==> src/rtl/dma_chan_regs.sv <==
module dma_chan_regs #(
  parameter int NCH = 16,
  parameter int AW  = 8
) (
  input  logic           clk,
  input  logic           rst_n,
  input  logic           bus_wr,
  input  logic [AW-1:0]  bus_addr,
  input  logic [31:0]    bus_wdata,
  output logic [31:0]    bus_rdata,
  input  logic [NCH-1:0] evt_done,
  input  logic [NCH-1:0] evt_term,
  input  logic [NCH-1:0] evt_buserr,
  output logic [NCH-1:0] chan_irq,
  output logic [NCH-1:0] chan_freeze,
  output logic [NCH-1:0] chan_reset,
  output logic           burst_en,
  output logic           burst8_en
);
  localparam int SW = AW - 4;
  localparam logic [SW-1:0] S_CTL = 0, S_CMP = 1, S_ERR = 2, S_CHC = 3;

  logic [NCH-1:0] frz, en, cmp, err, etyp, rst_q;
  logic bst, bst8;

  wire [SW-1:0] sel = bus_addr[AW-1:4];
  wire [1:0]    op  = bus_addr[3:2];
  wire aligned = (bus_addr[1:0] == 2'b00);
  wire wr_ctl = bus_wr && aligned && sel == S_CTL;
  wire wr_cmp = bus_wr && aligned && sel == S_CMP;
  wire wr_err = bus_wr && aligned && sel == S_ERR;
  wire wr_chc = bus_wr && aligned && sel == S_CHC;

  function automatic logic [31:0] alias_op(input logic [1:0] o, input logic [31:0] cur, input logic [31:0] w);
    case (o)
      2'd0:    return w;
      2'd1:    return cur | w;
      2'd2:    return cur & ~w;
      default: return cur ^ w;
    endcase
  endfunction

  wire [31:0] cur_ctl = {2'b00, bst8, bst, {(NCH-4){1'b0}}, frz};
  wire [31:0] cur_cmp = {en, cmp};
  wire [31:0] cur_err = {etyp, err};
  wire [31:0] cur_chc = {{NCH{1'b0}}, frz};

  wire [31:0] nxt_ctl = alias_op(op, cur_ctl, bus_wdata);
  wire [31:0] nxt_cmp = alias_op(op, cur_cmp, bus_wdata);
  wire [31:0] nxt_err = alias_op(op, cur_err, bus_wdata);
  wire [31:0] nxt_chc = alias_op(op, cur_chc, bus_wdata);

  wire [NCH-1:0] err_evt  = evt_term | evt_buserr;
  wire [NCH-1:0] err_base = wr_err ? nxt_err[NCH-1:0] : err;
  wire [NCH-1:0] typ_base = wr_err ? nxt_err[31:NCH] : etyp;

  always_ff @(posedge clk or negedge rst_n) begin
    if (!rst_n) begin
      frz <= '0; en <= '0; cmp <= '0; err <= '0; etyp <= '0; rst_q <= '0;
      bst <= 1'b0; bst8 <= 1'b0;
    end else begin
      if (wr_ctl) begin
        frz  <= nxt_ctl[NCH-1:0];
        bst  <= nxt_ctl[28];
        bst8 <= nxt_ctl[29];
      end else if (wr_chc) begin
        frz  <= nxt_chc[NCH-1:0];
      end
      if (wr_cmp) en <= nxt_cmp[31:NCH];
      cmp   <= (wr_cmp ? nxt_cmp[NCH-1:0] : cmp) | evt_done;
      err   <= err_base | err_evt;
      etyp  <= (typ_base & ~err_evt) | evt_buserr;
      rst_q <= wr_chc ? nxt_chc[31:NCH] : '0;
    end
  end

  always_comb begin
    bus_rdata = '0;
    if (aligned) begin
      case (sel)
        S_CTL:   bus_rdata = cur_ctl;
        S_CMP:   bus_rdata = cur_cmp;
        S_ERR:   bus_rdata = cur_err;
        S_CHC:   bus_rdata = cur_chc;
        default: bus_rdata = '0;
      endcase
    end
  end

  assign chan_irq    = (cmp | err) & en;
  assign chan_freeze = frz;
  assign chan_reset  = rst_q;
  assign burst_en    = bst;
  assign burst8_en   = bst8;

  assert_reset_one_cycle_R6: assert property (@(posedge clk) disable iff (!rst_n)
    !wr_chc |=> (chan_reset == '0));

  assert_done_sets_R7: assert property (@(posedge clk) disable iff (!rst_n)
    (evt_done != '0) |=> ((cmp & $past(evt_done)) == $past(evt_done)));

  assert_buserr_type_R8: assert property (@(posedge clk) disable iff (!rst_n)
    (evt_buserr != '0) |=> ((err & etyp & $past(evt_buserr)) == $past(evt_buserr)));

  assert_term_type_R8: assert property (@(posedge clk) disable iff (!rst_n)
    ((evt_term & ~evt_buserr) != '0) |=> ((etyp & $past(evt_term & ~evt_buserr)) == '0));

  assert_flags_hold_R9: assert property (@(posedge clk) disable iff (!rst_n)
    (!bus_wr && evt_done == '0 && err_evt == '0) |=> ($stable(cmp) && $stable(err) && $stable(etyp)));

  assert_freeze_hold_R5: assert property (@(posedge clk) disable iff (!rst_n)
    !bus_wr |=> $stable(chan_freeze));
endmodule

==> config.mk <==
export PLATFORM = sky130hd
export DESIGN_NAME = dma_chan_regs
export DESIGN_NICKNAME = d
export VERILOG_FILES = /design/src/rtl/dma_chan_regs.sv
export SDC_FILE = /design/constraint.sdc
export NUM_CORES = 1
export LEC_CHECK = 0
export BUFFER_PORTS_ARGS = -buffer_cell sky130_fd_sc_hd__buf_2
export CAP_MARGIN = 0
export CORE_UTILIZATION = 45
export DETAILED_ROUTE_END_ITERATION = 10
export PLACE_DENSITY = 0.76
export RECOVER_POWER = 25
export SETUP_SLACK_MARGIN = 0.1
export SLEW_MARGIN = 20
export SYNTH_ARGS = -nofsm -noshare
export SYNTH_HDL_FRONTEND = slang
export SYNTH_SLANG_ARGS = --single-unit
==> constraint.sdc <==
create_clock -name clk -period 2 [get_ports clk]
set_clock_uncertainty 0.2 [all_clocks]
set_input_delay 0.3 -clock clk [delete_from_list [all_inputs] [get_ports clk]]
set_output_delay 0.3 -clock clk [all_outputs]
set_load 0.005 [all_outputs]
==> results.md, run 1 <==
- Status: finished clean
- Hold crit path type: primary input to flop
- Via count: 8325
- Die Y-Extent: 147.5 um
- Routed wire length: 30060 um
- Via/cell ratio: 5.805
- CP Cell Sequence: a22oi_1 > a2111oi_2 > buf_2
- Drt first pass iters: 5
- Final hold violation count: 0
- Most common cell after layout, fill and taps aside: inv_1
- RSZ-0062 raised after global routing: true
- Clk sink count: 98
- Tightest Pin Transition: 0.6088 ns
- Crit-path slowest cell: dfrtp_1
- CTS H-tree depth: 3
- Met3 usage in global routing: 4.599%
- Largest net degree at the start of global routing: 42
- NetSw: 2072 uW
- Crit Path Class: flop to output pin
- Critical Path AT: 1.49 ns
- I/O pin total: 173
- Tcrit/Tclk final: 99.57%
- CTS tree: built
- Met1 GRT Util: 38.50%
- Layout Nets: 1407
- Most frequent cells in the layout: inv_1, ha_1, buf_2
- Total Power: 6296 uW
- Num CTS Buffers: 9
- Routed Antenna Nets: 0
- Seq/Total Area, Yosys: 25.73%
- Crit path buf inv count: 1
- Internal power: 4224 uW
- Number of synthesized register bits: 98
- Busiest grt layer: met2
- Mean Syn Cell Area: 10.47 um2
- Vias in the first global route: 8351
- Syn_nets: 1165
- Setup slack at placement: -0.1961 ns
- Clk root buf: clkbuf_16
- Power per cell area: 492.1 nW/um2
- Wire per inst: 20.96 um
- IO Port Bufs: 172
- GRT overflow: 0
- Synthesized instance count: 910
- Leak pwr: 0.006126 uW
- Seq pwr share: 37.4%
- Clock buffer depth: 2
- Core footprint: 20490 um2
- Slew Limit Fails: 0
- Worst path top cell family by delay: flip-flops
- Critical-path maximum fanout: 4
- Worst path max stage delay: 0.48 ns
- Maximum vdd drop: 0.0005028 V
- CP required: 1.50 ns
- Minimum clock period: 1.991 ns
- Post-synth cell types: 31
- Met2 Use GR: 42.81%
- Die X: 147.5 um
- First-pass GRT wire length: 46310 um
- Logic pwr share: 33.9%
- Setup WS post-layout: 0.008624 ns
- Number of setup violations in the final report: 0
- RD Place Congestion: 0.8737
- Synth top area share: 25.73%
- Startpoint type of the worst setup path: flop
- All-Layer GR Usage: 27.76%
- Sw frac: 32.90%
- DRC: 0
- Clk_lat worst skew: 0.36 ns
- Fillers: 1566
- Synth area leaders: dfrtp_1, ha_1, mux4_2
- Iter 0 DRT Violations: 616
- Initial antenna violation count: 6
- Fraction of layout cells with a size suffix above 1: 42.26%
- YS warnings: 0
- Worst Setup End Kind: output pin
- MaxCap Viol Count: 0
- Clk pwr share: 28.8%
- Initial Util: 46.51%
- Highest Clock Rate: 0.5022 GHz
- Core Rows: 52
- Die Area: 21770 um2
- Cell Area, Synth: 9532 um2
- Area Growth Syn to Fin: 34.22%
- Slew margin rel.: 59.42%
- Detailed Place HPWL: 21290 um
- Area leader, netlist: dfrtp_1
- Clock-pin slew on the worst setup and hold paths: 0.07 ns
[cells by family (layout without fill, tap and decap cells)]
kind of cell	count (synthesis)	in the layout	synth area share, %
other cells	0	7	0
mux	118	118	23.60
simple gates	160	160	9.005
buf+inv	256	503	10.34
xor+xnor	1	1	0.09190
flops	98	98	25.73
compound gates	113	113	9.701
fa+ha+maj	164	164	21.53
[through the flow]
stage | instances | instance area [um2] | hold WS, ns | util (%) | setup TNS, ns
6_report | 1434 | 12790 | 0.008549 | 62.42 | 0
5_1_grt | 1433 | 12790 | 0.007027 | 62.41 | -0.3964
4_1_cts | 1403 | 12330 | 0.00002609 | 60.15 | 0
3_5_place_dp | 1353 | 11390 | 0.02603 | 55.56 | -6.836
3_3_place_gp | 1353 | 11390 | 0.02988 | 55.56 | -5.055
2_1_floorplan | 910 | 9823 | -0.1956 | - | 0
[final timing paths]
check	startpoint	endpoint	slack (ns)	cells after the start
worst max-delay path	err[4]	bus_rdata[4]	0.009	3
worst min-delay path	bus_wdata[19]	chan_reset[3]	0.009	2
worst max register to register	err[4]	err[4]	0.10	4
worst min register to register	en[7]	en[7]	0.38	1
max in group asynchronous	rst_n	err[3]	0.24	3
min in group asynchronous	rst_n	chan_reset[0]	0.28	2
[power by group through the flow]
stage	Combinational, uW	Clock, uW	Sequential (uW)
2_1_floorplan	1130	0	2330
3_3_place_gp	1770	0	2350
3_5_place_dp	1880	0	2360
4_1_cts	2010	1830	2340
5_1_grt	2340	1920	2380
6_report	2130	1810	2350
[repair_timing]
item | 4_1_cts | 5_1_grt
setup endpoints to repair | 32 | 69
endpoints found under the hold margin | 62 | 0
hold buffers | 17 | 0
gates cloned | 3 | 1
pin swaps | 19 | 8
resized for setup | 65 | 50
buffers inserted | 14 | 23
[sequential cells by signal, summed over array words and instances (netlist names)]
signal,cells
cmp,16
err,16
chan_reset,16
burst8_en,1
burst_en,1
etyp,16
en,16
chan_freeze,16
[cells in the mapped netlist]
| master | instances |
|---|---|
| inv_1 | 202 |
| ha_1 | 164 |
| dfrtp_1 | 98 |
| mux4_2 | 82 |
| nor2_1 | 49 |
| a22oi_1 | 35 |
| mux2_2 | 34 |
| clkbuf_1 | 32 |
| nor3_1 | 32 |
| a2bb2oi_1 | 29 |
| buf_2 | 20 |
| or3_1 | 17 |
| a2111oi_0 | 16 |
| a21oi_1 | 16 |
| a221o_1 | 16 |
| and2_1 | 16 |
| nand3_1 | 16 |
| or4_1 | 12 |
| nor4_1 | 5 |
| nand2_1 | 3 |
| buf_1 | 2 |
| mux2i_1 | 2 |
| nor2b_1 | 2 |
| nor4b_2 | 2 |
| or4b_1 | 2 |
| a2111oi_4 | 1 |
| nand3_2 | 1 |
| nor3b_1 | 1 |
| or2_2 | 1 |
| or3b_1 | 1 |
| xnor2_1 | 1 |
[metal layers]
metal / wire [um] / part of all wire (%) / up-vias
met5: 0 / 0 / -
met4: 996 / 3.3 / 0
met3: 2089 / 6.9 / 66
met2: 14100 / 47 / 363
met1: 12880 / 43 / 4176
li1: - / - / 3720
[layout make-up]
type                       instances  area [um2]  share of cell area (%)
tap                              270       337.8                   2.641
clock inverter                     5       53.80                  0.4205
sequential                        98        2461                   19.24
timing repair buffer             285        2230                   17.43
antenna                            7       17.52                  0.1369
clock buffer                      11       232.7                   1.819
multi-input combinational        556        6703                   52.39
inverter                         202       758.2                   5.927
(Power assumes the default switching activity.)
==> inputs of run 2 (changes only) <==
CORE_UTILIZATION = 52   (was 45)
CTS_CLUSTER_DIAMETER = 40   (was default)
PLACE_DENSITY = 0.85   (was 0.76)
==> run 2 against run 1 <==
Compared with the run above:
- the flow now finishes with violations (hold timing, setup timing)
- routed wire length is 37% higher
- global-route usage is 8.2 points higher
- sequential power is 2% higher
- hold slack worse by 0.012 ns
- via count is 19% higher
- largest cell class unchanged
- fmax is 9.2% lower
- critical path depth stayed put
- clock power is 20% higher
- utilization is 11 points higher
- cell count is 1.8% lower
==> results.md, run 2 (synthesized netlist as in run 1, its figures left out) <==
- CP Cell Sequence: inv_1 > a21oi_1 > buf_2
- Tightest Pin Transition: 0.8100 ns (+0.2012 ns)
- Detailed Place HPWL: 20850 um (-2.1%)
- Leak pwr: 0.006292 uW (+2.7%)
- Fraction of layout cells with a size suffix above 1: 45.75% (+3.5 points)
- Seq pwr share: 33.5% (-3.9 points)
- Drt first pass iters: 6 (+1)
- Tcrit/Tclk final: 109.6% (+10 points)
- Crit-path slowest cell: a21oi_1
- Worst Setup End Kind: output pin
- Highest Clock Rate: 0.4562 GHz (-9.2%)
- Power per cell area: 537.7 nW/um2 (+9.3%)
- Via/cell ratio: 7.036 (+21%)
- Setup WS post-layout: -0.1921 ns (-0.2008 ns)
- Die Y-Extent: 137.4 um (-6.9%)
- Initial antenna violation count: 1 (-5)
- Via count: 9907 (+19%)
- Fillers: 999 (-36%)
- Clk_lat worst skew: 0.37 ns (about the same)
- MaxCap Viol Count: 0 (unchanged)
- Sw frac: 35.01% (+2.1 points)
- Worst Hold Slack: -0.003946 ns (-0.01249 ns)
- Routed Antenna Nets: 0 (unchanged)
- Initial Util: 53.06% (+6.6 points)
- Vias in the first global route: 8942 (+7.1%)
- Most common cell after layout, fill and taps aside: inv_1
- RSZ-0062 raised after global routing: true
- First-pass GRT wire length: 50070 um (+8.1%)
- Slew margin rel.: 46.00% (-13 points)
- Most frequent cells in the layout: inv_1, buf_2, ha_1
- Largest net degree at the start of global routing: 40 (-4.8%)
- I/O pin total: 173 (unchanged)
- Crit path buf inv count: 2 (+1)
- DRC: 0 (unchanged)
- Clk pwr share: 30.6% (+1.8 points)
- Logic pwr share: 35.9% (+2.0 points)
- Die X: 137.4 um (-6.9%)
- Worst path top cell family by delay: compound AO/OA/AOI/OAI gates
- Num CTS Buffers: 9 (unchanged)
- Slew Limit Fails: 0 (unchanged)
- Setup slack at placement: -0.3085 ns (-0.1124 ns)
- Clock buffer depth: 2 (unchanged)
- Critical Path AT: 1.69 ns (+0.20 ns)
- Worst path max stage delay: 0.52 ns (+0.04 ns)
- Maximum vdd drop: 0.0005117 V (+1.8%)
- Wire per inst: 29.26 um (+40%)
- NetSw: 2494 uW (+20%)
- Core Rows: 49 (-5.8%)
- Hold crit path type: primary input to flop
- CP required: 1.50 ns (about the same)
- Internal power: 4630 uW (+9.6%)
- Startpoint type of the worst setup path: flop
- CTS H-tree depth: 3 (unchanged)
- Iter 0 DRT Violations: 1680 (+170%)
- Area Growth Syn to Fin: 39.01%
- Core footprint: 17960 um2 (-12%)
- Critical-path maximum fanout: 4 (unchanged)
- Clock-pin slew on the worst setup and hold paths: 0.08 ns (about the same)
- Crit Path Class: flop to output pin
- CTS tree: built
- Minimum clock period: 2.192 ns (+0.2008 ns)
- Final hold violation count: 1 (+1)
- Number of setup violations in the final report: 36 (+36)
- Failing checks: hold timing, setup timing
- RD Place Congestion: 0.8939 (+2.3%)
- IO Port Bufs: 172 (unchanged)
- Die Area: 18880 um2 (-13%)
- GRT overflow: 0 (unchanged)
- Layout Nets: 1426 (+1.4%)
- Clk sink count: 98 (unchanged)
- Routed wire length: 41190 um (+37%)
- All-Layer GR Usage: 36.00% (+8.2 points)
- Clk root buf: clkbuf_16
- Status: finished with violations
[run 2: worst register-to-register path: cells and delay by family, from the launching register on]
family | cells | cell delay, ns
mux | 1 | 0.56
flops | 1 | 0.43
compound gates | 1 | 0.33
buf+inv | 2 | 0.17
fa+ha+maj | 1 | 0.30
[run 2: final cells by class]
cell class,instances,area [um2],area share (%)
antenna,3,7.507,0.05666
clock buffer,10,239.0,1.804
tap,229,286.5,2.162
sequential,98,2464,18.59
clock inverter,6,112.6,0.8499
inverter,202,758.2,5.722
timing repair buffer,304,2386,18.01
multi-input combinational,556,6997,52.80
[run 2: per-layer routing]
metal  GRT usage (%)  routed length (um)  up-vias
met5               0                   0        -
met4           23.44                3724        0
met3           8.057                6021      366
met2           55.11               17890     1093
met1           45.78               13560     4686
li1                -                   -     3762
[run 2: power by group through the flow]
| stage | Sequential [uW] | Clock, uW | Combinational (uW) |
|---|---|---|---|
| 2_1_floorplan | 2330 | 0 | 1130 |
| 3_3_place_gp | 2350 | 0 | 1770 |
| 3_5_place_dp | 2360 | 0 | 1900 |
| 4_1_cts | 2340 | 2140 | 2110 |
| 5_1_grt | 2400 | 2230 | 2670 |
| 6_report | 2390 | 2180 | 2560 |
[run 2: worst paths after layout]
check / start / to / slack [ns] / cells after the start
setup / recovery: err[14] / chan_irq[14] / -0.19 / 3
hold / removal: bus_wdata[21] / chan_reset[5] / -0.004 / 2
setup reg to reg: err[9] / err[9] / -0.09 / 5
hold reg to reg: en[2] / en[2] / 0.41 / 1
max in group asynchronous: rst_n / burst_en / 0.14 / 3
min in group asynchronous: rst_n / cmp[1] / 0.35 / 2
[run 2: per-stage QoR]
step                power, uW  setup TNS, ns  utilization, %  std cells  cell area, um2
CTS                      6596         -1.037           69.53       1364           12490
detailed placement       4255         -5.849           63.04       1312           11320
global route             7301         -5.310           73.72       1405           13240
finish                   7125         -3.960           73.76       1408           13250
floorplan                3461              0               -        910            9823
global placement         4113         -4.465           63.04       1312           11320
[run 2: what timing repair did]
action,CTS,global route
pin swaps,33,29
gates cloned,3,3
setup endpoints to repair,34,76
hold buffers,23,0
setup buffers,10,38
endpoints found under the hold margin,48,0
resized for setup,75,88
